<file path="src/rtl/flash_tgl_pkg.sv">
package flash_tgl_pkg;
    typedef enum logic [2:0] {
        OP_IDLE  = 3'd0,
        OP_PROG  = 3'd1,
        OP_ERASE = 3'd2,
        OP_SUSP  = 3'd3,
        OP_SPROG = 3'd4,
        OP_PROT  = 3'd5
    } op_e;

    function automatic logic op_toggles(op_e s);
        return (s == OP_PROG) || (s == OP_ERASE) || (s == OP_SPROG) || (s == OP_PROT);
    endfunction
endpackage

</file>
<file path="src/rtl/rd_cycle_det.sv">
module rd_cycle_det (
    input  logic clk,
    input  logic rst_n,
    input  logic oe_n,
    input  logic ce_n,
    output logic rd_start
);
    typedef struct packed {
        logic act;
    } det_t;

    det_t det_d, det_q;
    logic act_now;

    always_comb begin
        act_now   = !oe_n && !ce_n;
        det_d.act = act_now;
        rd_start  = act_now && !det_q.act;
    end

    always_ff @(posedge clk) begin
        if (!rst_n) det_q <= '0;
        else        det_q <= det_d;
    end
endmodule

</file>
<file path="src/rtl/op_sequencer.sv">
module op_sequencer
    import flash_tgl_pkg::*;
#(
    parameter int NSEC           = 8,
    parameter int SEC_W          = 3,
    parameter int PROG_CYC       = 300,
    parameter int ERASE_CYC      = 5000,
    parameter int PROT_PROG_CYC  = 100,
    parameter int PROT_ERASE_CYC = 10000,
    parameter int CNT_W          = 14
) (
    input  logic             clk,
    input  logic             rst_n,
    input  logic             start_prog,
    input  logic             start_erase,
    input  logic [SEC_W-1:0] prog_sector,
    input  logic [NSEC-1:0]  erase_sel,
    input  logic [NSEC-1:0]  prot_mask,
    input  logic             op_fault,
    input  logic             suspend_req,
    input  logic             resume_req,
    input  logic             reset_cmd,
    output op_e              state_o,
    output logic [NSEC-1:0]  set_o,
    output logic             tmo_o
);
    typedef struct packed {
        op_e              st;
        logic [CNT_W-1:0] cnt;
        logic [CNT_W-1:0] scnt;
        logic [NSEC-1:0]  set;
        logic             fault;
        logic             tmo;
    } seq_t;

    localparam logic [CNT_W-1:0] PROG_LD   = CNT_W'(PROG_CYC - 1);
    localparam logic [CNT_W-1:0] ERASE_LD  = CNT_W'(ERASE_CYC - 1);
    localparam logic [CNT_W-1:0] PPROG_LD  = CNT_W'(PROT_PROG_CYC - 1);
    localparam logic [CNT_W-1:0] PERASE_LD = CNT_W'(PROT_ERASE_CYC - 1);

    seq_t seq_d, seq_q;
    logic [NSEC-1:0] eff_set;
    logic            tgt_prot;
    logic            tgt_in_set;

    assign eff_set    = erase_sel & ~prot_mask;
    assign tgt_prot   = prot_mask[prog_sector];
    assign tgt_in_set = seq_q.set[prog_sector];

    always_comb begin
        seq_d = seq_q;
        unique case (seq_q.st)
            OP_IDLE: begin
                if (start_prog) begin
                    seq_d.tmo = 1'b0;
                    if (tgt_prot) begin
                        seq_d.st    = OP_PROT;
                        seq_d.cnt   = PPROG_LD;
                        seq_d.fault = 1'b0;
                    end else begin
                        seq_d.st    = OP_PROG;
                        seq_d.cnt   = PROG_LD;
                        seq_d.fault = op_fault;
                    end
                end else if (start_erase && (|erase_sel)) begin
                    seq_d.tmo = 1'b0;
                    if (eff_set == '0) begin
                        seq_d.st    = OP_PROT;
                        seq_d.cnt   = PERASE_LD;
                        seq_d.set   = '0;
                        seq_d.fault = 1'b0;
                    end else begin
                        seq_d.st    = OP_ERASE;
                        seq_d.cnt   = ERASE_LD;
                        seq_d.set   = eff_set;
                        seq_d.fault = op_fault;
                    end
                end
            end
            OP_PROG, OP_ERASE: begin
                if (seq_q.tmo) begin
                    if (reset_cmd) begin
                        seq_d.st  = OP_IDLE;
                        seq_d.tmo = 1'b0;
                        seq_d.set = '0;
                    end
                end else if (seq_q.st == OP_ERASE && suspend_req) begin
                    seq_d.st = OP_SUSP;
                end else if (seq_q.cnt == '0) begin
                    if (seq_q.fault) begin
                        seq_d.tmo = 1'b1;
                    end else begin
                        seq_d.st  = OP_IDLE;
                        seq_d.set = '0;
                    end
                end else begin
                    seq_d.cnt = seq_q.cnt - 1'b1;
                end
            end
            OP_SUSP: begin
                if (resume_req) begin
                    seq_d.st = OP_ERASE;
                end else if (start_prog && !tgt_in_set && !tgt_prot) begin
                    seq_d.st   = OP_SPROG;
                    seq_d.scnt = PROG_LD;
                end
            end
            OP_SPROG: begin
                if (seq_q.scnt == '0) seq_d.st = OP_SUSP;
                else                  seq_d.scnt = seq_q.scnt - 1'b1;
            end
            OP_PROT: begin
                if (seq_q.cnt == '0) seq_d.st = OP_IDLE;
                else                 seq_d.cnt = seq_q.cnt - 1'b1;
            end
            default: seq_d.st = OP_IDLE;
        endcase
    end

    always_ff @(posedge clk) begin
        if (!rst_n) begin
            seq_q    <= '0;
            seq_q.st <= OP_IDLE;
        end else begin
            seq_q <= seq_d;
        end
    end

    assign state_o = seq_q.st;
    assign set_o   = seq_q.set;
    assign tmo_o   = seq_q.tmo;
endmodule

</file>
<file path="src/rtl/toggle_bits.sv">
module toggle_bits
    import flash_tgl_pkg::*;
(
    input  logic clk,
    input  logic rst_n,
    input  logic rd_start,
    input  op_e  st,
    input  logic in_set,
    input  logic tmo,
    input  logic arr_dq6,
    input  logic arr_dq5,
    input  logic arr_dq2,
    output logic dq6,
    output logic dq5,
    output logic dq2,
    output logic rb_pull
);
    typedef struct packed {
        logic t6;
        logic t2;
    } tgl_t;

    tgl_t tgl_d, tgl_q;
    logic busy_tgl;
    logic dq2_en;

    always_comb begin
        busy_tgl = op_toggles(st);
        dq2_en   = ((st == OP_ERASE) || (st == OP_SUSP)) && in_set;
        tgl_d    = tgl_q;
        if (rd_start && busy_tgl) tgl_d.t6 = ~tgl_q.t6;
        if (rd_start && dq2_en)   tgl_d.t2 = ~tgl_q.t2;
    end

    always_ff @(posedge clk) begin
        if (!rst_n) tgl_q <= '0;
        else        tgl_q <= tgl_d;
    end

    always_comb begin
        rb_pull = busy_tgl;
        if (st == OP_IDLE || (st == OP_SUSP && !in_set)) begin
            dq6 = arr_dq6;
            dq5 = arr_dq5;
            dq2 = arr_dq2;
        end else if (st == OP_SUSP) begin
            dq6 = tgl_q.t6;
            dq5 = 1'b0;
            dq2 = tgl_q.t2;
        end else begin
            dq6 = tgl_q.t6;
            dq5 = tmo;
            dq2 = tgl_q.t2;
        end
    end
endmodule

</file>
<file path="src/rtl/flash_toggle_status.sv">
module flash_toggle_status
    import flash_tgl_pkg::*;
#(
    parameter int NSEC      = 8,
    parameter int CLK_MHZ   = 100,
    parameter int PROG_CYC  = 300,
    parameter int ERASE_CYC = 5000,
    localparam int SEC_W    = (NSEC > 1) ? $clog2(NSEC) : 1
) (
    input  logic             clk,
    input  logic             rst_n,
    input  logic             oe_n,
    input  logic             ce_n,
    input  logic [SEC_W-1:0] rd_sector,
    input  logic             start_prog,
    input  logic             start_erase,
    input  logic [SEC_W-1:0] prog_sector,
    input  logic [NSEC-1:0]  erase_sel,
    input  logic [NSEC-1:0]  prot_mask,
    input  logic             op_fault,
    input  logic             suspend_req,
    input  logic             resume_req,
    input  logic             reset_cmd,
    input  logic             arr_dq6,
    input  logic             arr_dq5,
    input  logic             arr_dq2,
    output logic             dq6,
    output logic             dq5,
    output logic             dq2,
    output logic             rb_pull
);
    localparam int PROT_PROG_CYC  = CLK_MHZ;
    localparam int PROT_ERASE_CYC = CLK_MHZ * 100;
    localparam int MAX_A   = (PROG_CYC > ERASE_CYC) ? PROG_CYC : ERASE_CYC;
    localparam int MAX_B   = (PROT_PROG_CYC > PROT_ERASE_CYC) ? PROT_PROG_CYC : PROT_ERASE_CYC;
    localparam int MAX_CYC = (MAX_A > MAX_B) ? MAX_A : MAX_B;
    localparam int CNT_W   = $clog2(MAX_CYC + 1);

    op_e             st_w;
    logic [NSEC-1:0] set_w;
    logic            tmo_w;
    logic            rd_start_w;
    logic            in_set_w;

    rd_cycle_det u_det (
        .clk      (clk),
        .rst_n    (rst_n),
        .oe_n     (oe_n),
        .ce_n     (ce_n),
        .rd_start (rd_start_w)
    );

    op_sequencer #(
        .NSEC           (NSEC),
        .SEC_W          (SEC_W),
        .PROG_CYC       (PROG_CYC),
        .ERASE_CYC      (ERASE_CYC),
        .PROT_PROG_CYC  (PROT_PROG_CYC),
        .PROT_ERASE_CYC (PROT_ERASE_CYC),
        .CNT_W          (CNT_W)
    ) u_seq (
        .clk         (clk),
        .rst_n       (rst_n),
        .start_prog  (start_prog),
        .start_erase (start_erase),
        .prog_sector (prog_sector),
        .erase_sel   (erase_sel),
        .prot_mask   (prot_mask),
        .op_fault    (op_fault),
        .suspend_req (suspend_req),
        .resume_req  (resume_req),
        .reset_cmd   (reset_cmd),
        .state_o     (st_w),
        .set_o       (set_w),
        .tmo_o       (tmo_w)
    );

    assign in_set_w = set_w[rd_sector];

    toggle_bits u_tgl (
        .clk      (clk),
        .rst_n    (rst_n),
        .rd_start (rd_start_w),
        .st       (st_w),
        .in_set   (in_set_w),
        .tmo      (tmo_w),
        .arr_dq6  (arr_dq6),
        .arr_dq5  (arr_dq5),
        .arr_dq2  (arr_dq2),
        .dq6      (dq6),
        .dq5      (dq5),
        .dq2      (dq2),
        .rb_pull  (rb_pull)
    );
endmodule

</file>
<file path="config.mk">
export PLATFORM = sky130hd
export DESIGN_NAME = flash_toggle_status
export DESIGN_NICKNAME = d
export VERILOG_FILES = /design/src/rtl/flash_tgl_pkg.sv /design/src/rtl/rd_cycle_det.sv /design/src/rtl/op_sequencer.sv /design/src/rtl/toggle_bits.sv /design/src/rtl/flash_toggle_status.sv
export SDC_FILE = /design/constraint.sdc
export NUM_CORES = 1
export LEC_CHECK = 0
export CAP_MARGIN = 10
export CELL_PAD_IN_SITES_DETAIL_PLACEMENT = 2
export CELL_PAD_IN_SITES_GLOBAL_PLACEMENT = 2
export CORE_MARGIN = 2
export CORE_UTILIZATION = 29
export DETAILED_ROUTE_END_ITERATION = 12
export GPL_ROUTABILITY_DRIVEN = 0
export PLACE_DENSITY_LB_ADDON = 0.05
export SLEW_MARGIN = 0
export SYNTH_ARGS = -nofsm -noshare
export SYNTH_HDL_FRONTEND = slang
export SYNTH_SLANG_ARGS = --single-unit
</file>
<file path="constraint.sdc">
create_clock -name clk -period 2.9 [get_ports clk]
set_clock_uncertainty 0.05 [all_clocks]
set_input_delay 0.87 -clock clk [delete_from_list [all_inputs] [get_ports clk]]
set_output_delay 0.87 -clock clk [all_outputs]
set_load 0.005 [all_outputs]
</file>
Word level (Yosys, flattened, before mapping):

Cells that the tools add are included.

* $add $sub $neg: 2
* $lt $le $gt $ge: 2
* equality and inequality tests: 22
* mux-type cells: 49
* bitwise operators: 4
* reductions and logical operators: 37

Operator list (number)
* two-way mux 14 bit: 6
* two-way mux 17 bit: 4
* two-way mux 8 bit: 6
* one-hot mux 14 bit (3 select lines): 1
* logical NOT 14 bit: 2
* one-hot mux 14 bit (2 select lines): 1
* subtractor 14 x 1 -> 14 bit, second input constant: 2
* two-way mux 3 bit: 9
* one-hot mux 8 bit (2 select lines): 1
* one-hot mux 3 bit (5 select lines): 1
* AND reduction 7 bit: 2
* two-way mux 1 bit: 13
* logical AND 1 bit: 10
* two-way mux 10 bit: 1
* inequality test 2 bit, second input constant: 5
* binary-select mux 1 bit (select 3 bit): 3
* two-way mux 9 bit: 1
* inequality test 3 x 2 -> 1 bit, second input constant: 3
* bitwise AND 8 bit: 1
* logical NOT 8 bit: 1
* less-than comparator 3 x 4 -> 1 bit, second input constant: 2
* inequality test 2 x 1 -> 1 bit, second input constant: 4
* inverter 8 bit: 1
* AND reduction 4 bit: 2
* other kinds (18): 34

* bits in registers: 44
* input port bits: 35
* output and inout bits: 4

Depth between registers and ports, before layout:

* depth in word-level cells: 8
* gate-level depth with buffers: 11

Hierarchy:

Synthesis repeated with hierarchy kept, for this count alone.

* cell total of the unflattened synthesis: 398
* area, all modules: 3226.8 µm²

Modules (own cells, without submodules)
* op_sequencer: times used 1, cells an instance 360, area each 2869.0 µm²
* toggle_bits: times used 1, cells an instance 32, area each 251.5 µm²
* flash_toggle_status: times used 1, cells an instance 3, area each 63.8 µm²
* rd_cycle_det: times used 1, cells an instance 3, area each 42.5 µm²

Least setup slack after synthesis:

No wires, ideal clock.

* path type: input to output
* start point: input rd_sector[0]
* end point: output dq2
* arrival time: 2083 ps
* required time: 1980 ps
* path slack: -103 ps
* stages: 5
* path buffers: 0
* path through: mux4_2 > mux2i_1 > a21oi_1 > nor2_1 > mux2_2

* cells in the longest elaborated chain, start to end: 6

Ends and longest elaborated chain
* start: declaration: line flash_toggle_status.sv:14 `input logic [SEC_W-1:0] rd_sector,`
* binary-select mux 1 bit (select 3 bit): line flash_toggle_status.sv:78 `assign in_set_w = set_w[rd_sector];`
* two-way mux 1 bit (implied by the code): line flash_toggle_status.sv:78
* logical NOT 1 bit: line toggle_bits.sv:42 `if (st == OP_IDLE || (st == OP_SUSP && !in_set)) begin`
* logical AND 1 bit: line toggle_bits.sv:42
* logical OR 1 bit: line toggle_bits.sv:42
* two-way mux 1 bit: line toggle_bits.sv:42
* end: declaration: line flash_toggle_status.sv:29 `output logic dq2,`

Every way passes these cells. The select of a mux whose other input is x is not followed.

Worst setup path in the final report:

Same ends and word-level chain as after synthesis.

==> impl_results.md <==
- Crit path max fanout: 2
- Warnings, synthesis: 0
- Crit Path Class: in2out
- Full die area: 10910 um2
- GR Util All Layers: between 20% and 30%
- Initial antenna violation count: 0
- Vias per cell: 5.366
- Post-synth net total: 407
- Arr. time, crit path: ~2.4 ns
- DR WL/cell: 18.77 um
- Hpwl dp: about 8.6 mm
- CTS clk-pin slew, worst paths: 0.09 ns
- Max Cap Viol: 0
- Final net count: 487
- Avg Cell Area, Syn: 7.906 um2
- Die Y: 104.4 um
- CTS Sinks: 44
- Startpoint type of the worst setup path: input port
- Clk buf depth: 2
- Area grow syn2layout: 35.76%
- Comb pwr share: 60.4%
- Post-synthesis cell area: between 2000 and 3000 um2
- Vias: 3134
- Post-Syn Instances: 370
- Most common cell after layout, fill and taps aside: buf_4
- Non-Filler Instances: about 580
- Clock latency on the worst-skew pair: ~0.3 ns
- Crit end category: output pin
- Slew @ Worst Pin: 0.6187 ns
- Io pins: 39
- Fillers: between 1k and 1.5k
- Seq pwr share: about a quarter
- Maximum clock frequency: roughly 300 MHz
- CTS buffer count: 5
- Pre-antenna DRT Iters: 4
- Setup TNS: -0.9788 ns
- Rows: 36
- Distinct cells, synth: 69
- 1st-iter DRT viols: 80
- Hold Buf Count CTS: 0
- Final wirelength: between 10 and 15 mm
- Sequential fraction of the synthesis area: a little under a third
- CP required: a little under 2 ns
- Ant diodes: 0
- Number of buffers added on ports: 38
- Unrepaired setup endpoints after global routing: yes
- Status: finished, violations left
- Failing checks: setup timing
- Fin crit share: 114.5%
- Pint: between 2 and 2.5 mW
- Worst VDD drop: around 0.29 mV
- Root buffer cell: clkbuf_8
- Worst hold path type: reg2reg
- Number of global-route vias before repair: approximately 3.4k
- Sw Pwr: about 1.7 mW
- Most used DFF post-synth: dfxtp_1
- Switching fraction of total power: between 40 and 50%
- CTS tree: built
- Pre-CTS WS: -1.208 ns
- Slack of the critical path: -0.4191 ns
- Worst slew margin: about three fifths
- Synthesized flop and latch total: 44
- Layout cells sized above 1: a little over a fifth
- Placed insts: between 500 and 600
- Number of synthesized flops with an enable pin: 0
- Setup violators final: 3
- PD cells: ~930 nW/um2
- Post-route minimum period: roughly 3.3 ns
- Grt total ovfl: 0
- Most frequent cells in the layout: buf_4 (51), dfxtp_1 (44), a21oi_1 (36)
- Post-synth ARST share: 0%
- Fin. max-slew vios: 0
- Die Wd: roughly 100 um
- Total leakage power: 1.501 nW
- Final Hold Fails: 0
- Core area: 9774 um2
- Post-DRT Antenna Nets: 0
- Clock power share: roughly an eighth
- H-tree Lvls: 2
- First-pass GRT wire length: roughly 18 mm
- Largest net degree at the start of global routing: 22
- Starting Density: 29.93%
- # DRC: 0
## cells in the mapped netlist, drive strengths merged, types with 10 or more instances
cell | instances | area, um2
dfxtp | 44 | 880.8
a21oi | 37 | 185.2
nor2 | 37 | 141.4
nand2 | 35 | 131.4
o21ai | 21 | 105.1
nor3 | 16 | 106.4
buf | 11 | 62.56
nor2b | 11 | 68.82
nand4 | 10 | 62.56
nor4 | 10 | 92.59
## metrics by stage
stage / cell area (um2) / hold slack (ns) / total power, mW / utilization [%]
after floorplan: 2925 / 0.3883 / 2.272 / -
after global placement: 3751 / 0.4169 / 3.068 / 38.38
after detailed placement: 3751 / 0.4263 / 3.148 / 38.38
after CTS: 3915 / 0.4391 / 3.711 / 40.05
after global routing: 3971 / 0.4609 / 4.011 / 40.63
final: 3971 / 0.4285 / 3.709 / 40.63
## layout make-up
type	count	area [um2]	area share, %
Clock buffer	5	68.82	1.733
Multi-Input combinational cell	297	1966	49.50
Clock inverter	3	42.54	1.071
Tap cell	133	166.4	4.190
Inverter	9	33.78	0.8507
Timing Repair Buffer	93	813.3	20.48
Sequential cell	44	880.8	22.18
## cell families (layout without fill, tap and decap cells)
| kind of cell | Yosys count | after routing | synth area share (%) |
|---|---|---|---|
| and+or+nand+nor | 166 | 166 | 32.08 |
| AOI/OAI and AO/OA | 111 | 111 | 25.45 |
| DFF | 44 | 44 | 30.11 |
| buffers and inverters | 29 | 110 | 4.448 |
| muxes | 14 | 14 | 5.860 |
| xor gates and xnor gates | 4 | 4 | 1.198 |
| adders and majority gates | 2 | 2 | 0.8553 |
## sequential cells by signal, summed over array words and instances, names as in the netlist
name / count
u_tgl.tgl_q: 2
u_seq.tmo_o: 1
u_seq.seq_q: 29
u_det.det_q: 1
u_seq.set_o: 8
u_seq.state_o: 3
## power by group through the flow
stage          registers [mW]  logic, mW  clock network [mW]
3_5_place_dp            0.986       2.16                   0
3_3_place_gp            0.977       2.09                   0
2_1_floorplan           0.906       1.37                   0
4_1_cts                 0.974       2.23               0.509
6_report                0.976       2.24               0.492
5_1_grt                  1.01       2.47               0.533
## worst max-delay path, stage by stage
cell	delay [ns]
buf_8	0.07
mux4_2	0.49
mux2i_2	0.21
a21oi_2	0.10
nor2_2	0.12
buf_4	0.13
mux2_4	0.29
buf_6	0.11
## layer usage
metal / vias up / track usage, % / part of all wire [%]
met3: 9 / 3.195 / 1.7
met4: 0 / 3.958 / 0.69
met1: 1553 / 24.92 / 46
met5: - / 0 / 0
met2: 20 / 37.96 / 51
li1: 1552 / - / -
## worst paths after layout
path	from	slack, ns	depth (start not counted)	to
max	rd_sector[0]	-0.42	8	dq2
max reg2reg	u_seq.seq_q[24]	0.28	8	u_seq.state_o[1]
min	u_seq.set_o[5]	0.43	2	u_seq.set_o[5]
min reg2reg	u_seq.set_o[5]	0.43	2	u_seq.set_o[5]
## repair_timing
action,CTS,global route
hold endpoints to repair,0,0
pin swaps,5,5
endpoints found under the setup margin,21,13
gates resized for setup,33,10
setup buffers,3,3
Power figures use the tool's default switching activity.
